$ cat config.mk
export PLATFORM = sky130hd
export DESIGN_NAME = fp32_mul_unit
export DESIGN_NICKNAME = d
export VERILOG_FILES = /design/src/rtl/fpm_pkg.sv /design/src/rtl/fpm_unpack.sv /design/src/rtl/fpm_sig_path.sv /design/src/rtl/fp32_mul_unit.sv
export SDC_FILE = /design/constraint.sdc
export NUM_CORES = 2
export LEC_CHECK = 0
export BUFFER_PORTS_ARGS = -buffer_cell sky130_fd_sc_hd__buf_4
export CAP_MARGIN = 20
export CELL_PAD_IN_SITES_DETAIL_PLACEMENT = 1
export CELL_PAD_IN_SITES_GLOBAL_PLACEMENT = 1
export CORE_MARGIN = 4
export CORE_UTILIZATION = 50
export DETAILED_ROUTE_END_ITERATION = 7
export GPL_ROUTABILITY_DRIVEN = 0
export GPL_TIMING_DRIVEN = 0
export HOLD_SLACK_MARGIN = 0.15
export PLACE_DENSITY_LB_ADDON = 0.1
export SLEW_MARGIN = 0
export SYNTH_ARGS = -nofsm -noshare
export SYNTH_HDL_FRONTEND = slang
export SYNTH_SLANG_ARGS = --single-unit
export TNS_END_PERCENT = 1
$ cat constraint.sdc
create_clock -name clk -period 1.25 [get_ports clk]
set_input_delay 0.0625 -clock clk [delete_from_list [all_inputs] [get_ports clk]]
set_output_delay 0.0625 -clock clk [all_outputs]
set_load 0.1 [all_outputs]
$ cat src/rtl/fpm_pkg.sv
package fpm_pkg;
  parameter int EXP_W  = 8;
  parameter int FRAC_W = 23;

  localparam int WORD_W = 1 + EXP_W + FRAC_W;
  localparam int SIG_W  = FRAC_W + 1;
  localparam int PROD_W = 2 * SIG_W;
  localparam int XW     = EXP_W + 2;
  localparam int BIAS   = (1 << (EXP_W - 1)) - 1;

  typedef struct packed {
    logic zero;
    logic inf;
    logic nan;
  } fp_class_t;

  // Round-half-even increment decision.
  function automatic logic rne_up(input logic lsb, input logic g,
                                  input logic r, input logic s);
    return g & (r | s | lsb);
  endfunction

  // Biased exponent of the product, widened so that it can go below zero
  // or past the saturation code.
  function automatic logic [XW-1:0] exp_combine(input logic [EXP_W-1:0] ea,
                                                input logic [EXP_W-1:0] eb,
                                                input logic hi,
                                                input logic carry);
    return {2'b00, ea} + {2'b00, eb} - XW'(BIAS) + XW'(hi) + XW'(carry);
  endfunction
endpackage

$ cat src/rtl/fpm_unpack.sv
module fpm_unpack
  import fpm_pkg::*;
(
  input  logic [WORD_W-1:0] word,
  output logic              sign,
  output logic [EXP_W-1:0]  expo,
  output logic [SIG_W-1:0]  sig,
  output fp_class_t         cls
);
  logic [FRAC_W-1:0] frac;
  logic              exp_max;

  assign sign    = word[WORD_W-1];
  assign expo    = word[WORD_W-2 -: EXP_W];
  assign frac    = word[FRAC_W-1:0];
  assign exp_max = &expo;

  // Hidden one restored; a zero exponent flushes to zero regardless of fraction.
  assign sig      = {1'b1, frac};
  assign cls.zero = (expo == '0);
  assign cls.inf  = exp_max && (frac == '0);
  assign cls.nan  = exp_max && (frac != '0);
endmodule

$ cat src/rtl/fpm_sig_path.sv
module fpm_sig_path
  import fpm_pkg::*;
(
  input  logic [EXP_W-1:0]     exp_a,
  input  logic [EXP_W-1:0]     exp_b,
  input  logic [SIG_W-1:0]     sig_a,
  input  logic [SIG_W-1:0]     sig_b,
  output logic signed [XW-1:0] exp_out,
  output logic [SIG_W-1:0]     sig_out,
  output logic                 norm_shift,
  output logic                 round_inc,
  output logic                 round_carry
);
  logic [PROD_W-1:0] prod;
  logic [PROD_W-1:0] aligned;
  logic [SIG_W-1:0]  kept;
  logic              guard_b, round_b, sticky_b;
  logic [SIG_W:0]    summed;

  assign prod       = sig_a * sig_b;
  assign norm_shift = prod[PROD_W-1];
  // Products in [1,2) are moved up one place so both cases share one layout.
  assign aligned    = norm_shift ? prod : (prod << 1);

  assign kept     = aligned[PROD_W-1 -: SIG_W];
  assign guard_b  = aligned[PROD_W-SIG_W-1];
  assign round_b  = aligned[PROD_W-SIG_W-2];
  assign sticky_b = |aligned[PROD_W-SIG_W-3:0];

  assign round_inc   = rne_up(kept[0], guard_b, round_b, sticky_b);
  assign summed      = {1'b0, kept} + {{SIG_W{1'b0}}, round_inc};
  assign round_carry = summed[SIG_W];
  assign sig_out     = round_carry ? summed[SIG_W:1] : summed[SIG_W-1:0];
  assign exp_out     = $signed(exp_combine(exp_a, exp_b, norm_shift, round_carry));
endmodule

$ cat src/rtl/fp32_mul_unit.sv
module fp32_mul_unit
  import fpm_pkg::*;
(
  input  logic              clk,
  input  logic              rst_n,
  input  logic              mul_valid,
  input  logic [WORD_W-1:0] op_a,
  input  logic [WORD_W-1:0] op_b,
  output logic              res_valid,
  output logic [WORD_W-1:0] res_word,
  output logic              ovf_flag,
  output logic              unf_flag,
  output logic              inv_flag
);
  localparam logic signed [XW-1:0] EXP_SAT  = XW'((1 << EXP_W) - 1);
  localparam logic signed [XW-1:0] EXP_NONE = '0;
  localparam logic [WORD_W-1:0]    QNAN     = {1'b0, {EXP_W{1'b1}}, 1'b1, {(FRAC_W-1){1'b0}}};

  logic             sgn_a, sgn_b, sgn_p;
  logic [EXP_W-1:0] ex_a, ex_b;
  logic [SIG_W-1:0] sg_a, sg_b;
  fp_class_t        cl_a, cl_b;

  logic signed [XW-1:0] exp_fin;
  logic [SIG_W-1:0]     sig_fin;
  logic                 norm_shift, round_inc, round_carry;

  logic                 any_nan, any_zero, any_inf, path_normal;
  logic [WORD_W-1:0]    nxt_word;
  logic                 nxt_ovf, nxt_unf, nxt_inv;

  fpm_unpack u_unp_a (.word(op_a), .sign(sgn_a), .expo(ex_a), .sig(sg_a), .cls(cl_a));
  fpm_unpack u_unp_b (.word(op_b), .sign(sgn_b), .expo(ex_b), .sig(sg_b), .cls(cl_b));

  fpm_sig_path u_sig (
    .exp_a(ex_a), .exp_b(ex_b), .sig_a(sg_a), .sig_b(sg_b),
    .exp_out(exp_fin), .sig_out(sig_fin),
    .norm_shift(norm_shift), .round_inc(round_inc), .round_carry(round_carry)
  );

  assign sgn_p       = sgn_a ^ sgn_b;
  assign any_nan     = cl_a.nan | cl_b.nan;
  assign any_zero    = cl_a.zero | cl_b.zero;
  assign any_inf     = cl_a.inf | cl_b.inf;
  assign path_normal = !any_nan && !any_zero && !any_inf;

  always_comb begin
    nxt_ovf = 1'b0;
    nxt_unf = 1'b0;
    nxt_inv = 1'b0;
    if (any_nan || (any_zero && any_inf)) begin
      nxt_word = QNAN;
      nxt_inv  = 1'b1;
    end else if (any_inf) begin
      nxt_word = {sgn_p, {EXP_W{1'b1}}, {FRAC_W{1'b0}}};
    end else if (any_zero) begin
      nxt_word = {sgn_p, {(WORD_W-1){1'b0}}};
    end else if (exp_fin >= EXP_SAT) begin
      nxt_word = {sgn_p, {EXP_W{1'b1}}, {FRAC_W{1'b0}}};
      nxt_ovf  = 1'b1;
    end else if (exp_fin <= EXP_NONE) begin
      nxt_word = {sgn_p, {(WORD_W-1){1'b0}}};
      nxt_unf  = 1'b1;
    end else begin
      nxt_word = {sgn_p, exp_fin[EXP_W-1:0], sig_fin[FRAC_W-1:0]};
    end
  end

  always_ff @(posedge clk or negedge rst_n) begin
    if (!rst_n) begin
      res_valid <= 1'b0;
      res_word  <= '0;
      ovf_flag  <= 1'b0;
      unf_flag  <= 1'b0;
      inv_flag  <= 1'b0;
    end else begin
      res_valid <= mul_valid;
      if (mul_valid) begin
        res_word <= nxt_word;
        ovf_flag <= nxt_ovf;
        unf_flag <= nxt_unf;
        inv_flag <= nxt_inv;
      end
    end
  end

  AST_VALID_FOLLOWS: assert property (@(posedge clk) disable iff (!rst_n)
    mul_valid |=> res_valid);
  AST_IDLE_HOLDS: assert property (@(posedge clk) disable iff (!rst_n)
    !mul_valid |=> (!res_valid && $stable(res_word) && $stable({ovf_flag, unf_flag, inv_flag})));
  AST_SIGN_XOR: assert property (@(posedge clk) disable iff (!rst_n)
    (res_valid && !inv_flag) |-> (res_word[WORD_W-1] == $past(op_a[WORD_W-1] ^ op_b[WORD_W-1])));
  AST_RENORM_LEADING_ONE: assert property (@(posedge clk) disable iff (!rst_n)
    path_normal |-> sig_fin[SIG_W-1]);
  AST_CARRY_NEEDS_INC: assert property (@(posedge clk) disable iff (!rst_n)
    (path_normal && round_carry) |-> (round_inc && sig_fin[SIG_W-2:0] == '0));
  AST_OVERFLOW_INF: assert property (@(posedge clk) disable iff (!rst_n)
    ovf_flag |-> (res_word[WORD_W-2:0] == {{EXP_W{1'b1}}, {FRAC_W{1'b0}}}));
  AST_UNDERFLOW_ZERO: assert property (@(posedge clk) disable iff (!rst_n)
    unf_flag |-> (res_word[WORD_W-2:0] == '0));
  AST_INVALID_QNAN: assert property (@(posedge clk) disable iff (!rst_n)
    inv_flag |-> (res_word == QNAN));
  AST_ONE_FLAG: assert property (@(posedge clk) disable iff (!rst_n)
    $countones({ovf_flag, unf_flag, inv_flag}) <= 1);
endmodule

==> impl_metrics.toml <==
[status]
status = "finished, violations left"
violations = "negative setup slack"

[timing]
finalCriticalPeriod_ns = 10.36
setup_viol = 35
slew_headroom_pct = 27.53
period_share_pct = 828.9
rsz0062_at_grt = "true"
tightestPinTransition_ns = 1.060
hold_viol = 0
hold-worst-slack_ns = 0.2629
slew_viol_final = 0
finalClockSkew_ns = 0
fmax_ghz = 0.09651
fin_ws_ns = -9.111

[final_layout]
final_common_cell = "inv_1"
drive_above_1_share_pct = 16.07
final_cell_mix = "inv_1 (614), fa_1 (462), nand2_1 (313)"
syn_to_final_growth_pct = 19.01
final_nets = 3599
postLayoutCellArea_um2 = 26960

[worst_hold_path]
hold_path.class = "in2async"

[global_route]
grt_pass1_vias = 22640
grt_pass1_wl_mm = 133.0
overflow = 0
grt_max_degree = 37
grt.total_usage_pct = 35.27
antenna_found_initial = 10

[placement]
portBuffers = 101
placedInstanceArea_um2 = 24650
hpwl_mm = 72.30

[setup_path]
crit_end = "res_word[1]"
worst-path-stages = 45
critPathKind = "in2reg"
reg2reg_slack_ns = 0.04
reg2regPathDepth = 5
cp.required_ns = 1.39
reg2reg_to = "res_word[22]"
crit_arrival_ns = 10.50
cp_slowest_cell = "fa_1"
cpMostUsedCell = "fa_1"
critPathMaxStageDelay_ns = 0.62
crit_start = "op_a[13]"
crit_family = "adder cells"
end_kind = "flop"
critical_path_buf_inv_count = 12
crit_path_start_kind = "primary input"
cp_max_fo = 10
r2r-start = "res_word[22]"

[detailed_routing]
drt-pass1-iter-count = 5
drt_iter0_markers = 1819
drc = 0
routedWlPerCell_um = 27.56
viasPerCell = 6.016
drt-total-wl_mm = 95.33
final_antenna_net_count = 0
route.vias.total = 20810

[floorplan]
ios = 103
die_w_um = 220.9
dieHeight_um = 220.9
dieArea_um2 = 48790
coreArea_um2 = 44510
rows = 77
start_util_pct = 50.91

[yosys]
synth.net_count = 3412
synth_edf_count = 0
synthFlopType = "dfrtp_1"
syn-cell-area_um2 = 22660
synth_area_leaders = "fa_1 (43%), inv_1 (10%), ha_1 (10%)"
synth_top_area_share_pct = 42.76
yosysSeqAreaShare_pct = 3.976
ys_types = 72
synth_top_area_cell = "fa_1"
yosysWarnings = 0
ys_ff_latch = 36
synth_async_sr_flop_share_pct = 100.0
synth_cells = 2674
syn_area_per_cell_um2 = 8.473

[run]
cap_violations = 0

[cts]
ctsRootBufferMaster = "clkbuf_16"
clock_path_buffers = 2
tritoncts = "yes"
worstSkewPairLatency_ns = 0.28
cts.clk_slew.worst_paths_ns = 0.06
htreeDepth = 2
cts_buffers = 5
cts_sinks = 36
worst min-delay path by stage:
stage / start / endpoint / depth (start not counted)
floorplan: rst_n / inv_flag / 0
global placement: rst_n / res_word[25] / 1
detailed placement: rst_n / res_word[23] / 1
CTS: rst_n / res_word[23] / 2
global route: rst_n / res_word[30] / 2
finish: rst_n / res_word[30] / 2
worst reg2reg max path, stage by stage (launching register included):
cell,delay [ns]
dfrtp_1,0.39
nor2_1,0.06
a221oi_1,0.18
and3_1,0.17
o21ai_0,0.08
o31ai_1,0.24
timing repair:
action                     in CTS  in global routing
cloned                          0                  3
hold buffers                    4                  0
resized for setup             158                265
setup buffers                  16                 60
hold endpoints to repair       38                  0
setup endpoints to repair      35                 35
pin swaps                      15                 80
layout make-up:
class | instances | area, um^2
Multi-Input combinational cell | 1883 | 19630
Fill cell | 5174 | 17550
Inverter | 632 | 2405
Timing Repair Buffer | 184 | 1637
Buffer | 119 | 1470
Sequential cell | 36 | 900.9
Tap cell | 592 | 740.7
Clock buffer | 5 | 125.1
Clock inverter | 3 | 46.29
Antenna cell | 5 | 12.51
synth_stat cells (12+ instances only):
library cell	number
inv_1	629
fa_1	484
nand2_1	326
and2_1	248
ha_1	187
nor2_1	107
clkbuf_1	104
a21oi_1	78
xnor2_1	49
o21ai_0	41
dfrtp_1	36
nor3_1	29
nor4_1	26
a21o_1	25
nand3_1	25
nand4_1	22
xor2_1	21
o22ai_1	20
or3_1	16
o21bai_1	12
per-stage QoR:
stage          setup slack, ns  instances  TNS, ns  util, %
6_report                -9.111       3459  -295.18    60.58
5_1_grt                 -9.368       3455  -304.65    60.56
4_1_cts                 -9.103       3395  -297.91    57.49
3_5_place_dp            -10.62       3367  -343.81    55.38
3_3_place_gp            -10.49       3367  -338.73    55.38
2_1_floorplan           -8.393       2674  -268.97        -
sequential cells by signal, summed over array words and instances, names as in the netlist:
| signal | flops |
|---|---|
| unf_flag | 1 |
| res_word | 32 |
| ovf_flag | 1 |
| res_valid | 1 |
| inv_flag | 1 |
layer usage:
layer | GRT usage (%) | vias to the layer above | wire, um
li1 | - | 8561 | -
met1 | 43.05 | 10540 | 33130
met2 | 59.66 | 1258 | 44540
met3 | 6.600 | 450 | 9304
met4 | 18.72 | 4 | 8328
met5 | 0 | - | 27
kinds of logic after synthesis:
family	after synthesis	synth area share (%)
compound gates	284	8.344
xor+xnor	73	2.999
fa+ha+maj	671	53.09
buf+inv	755	12.62
flops	36	3.976
mux	13	0.5854
simple gates	842	18.39
Power is not shown: default switching activity piles up to over one toggle a cycle in this logic, so the estimate is an artifact.
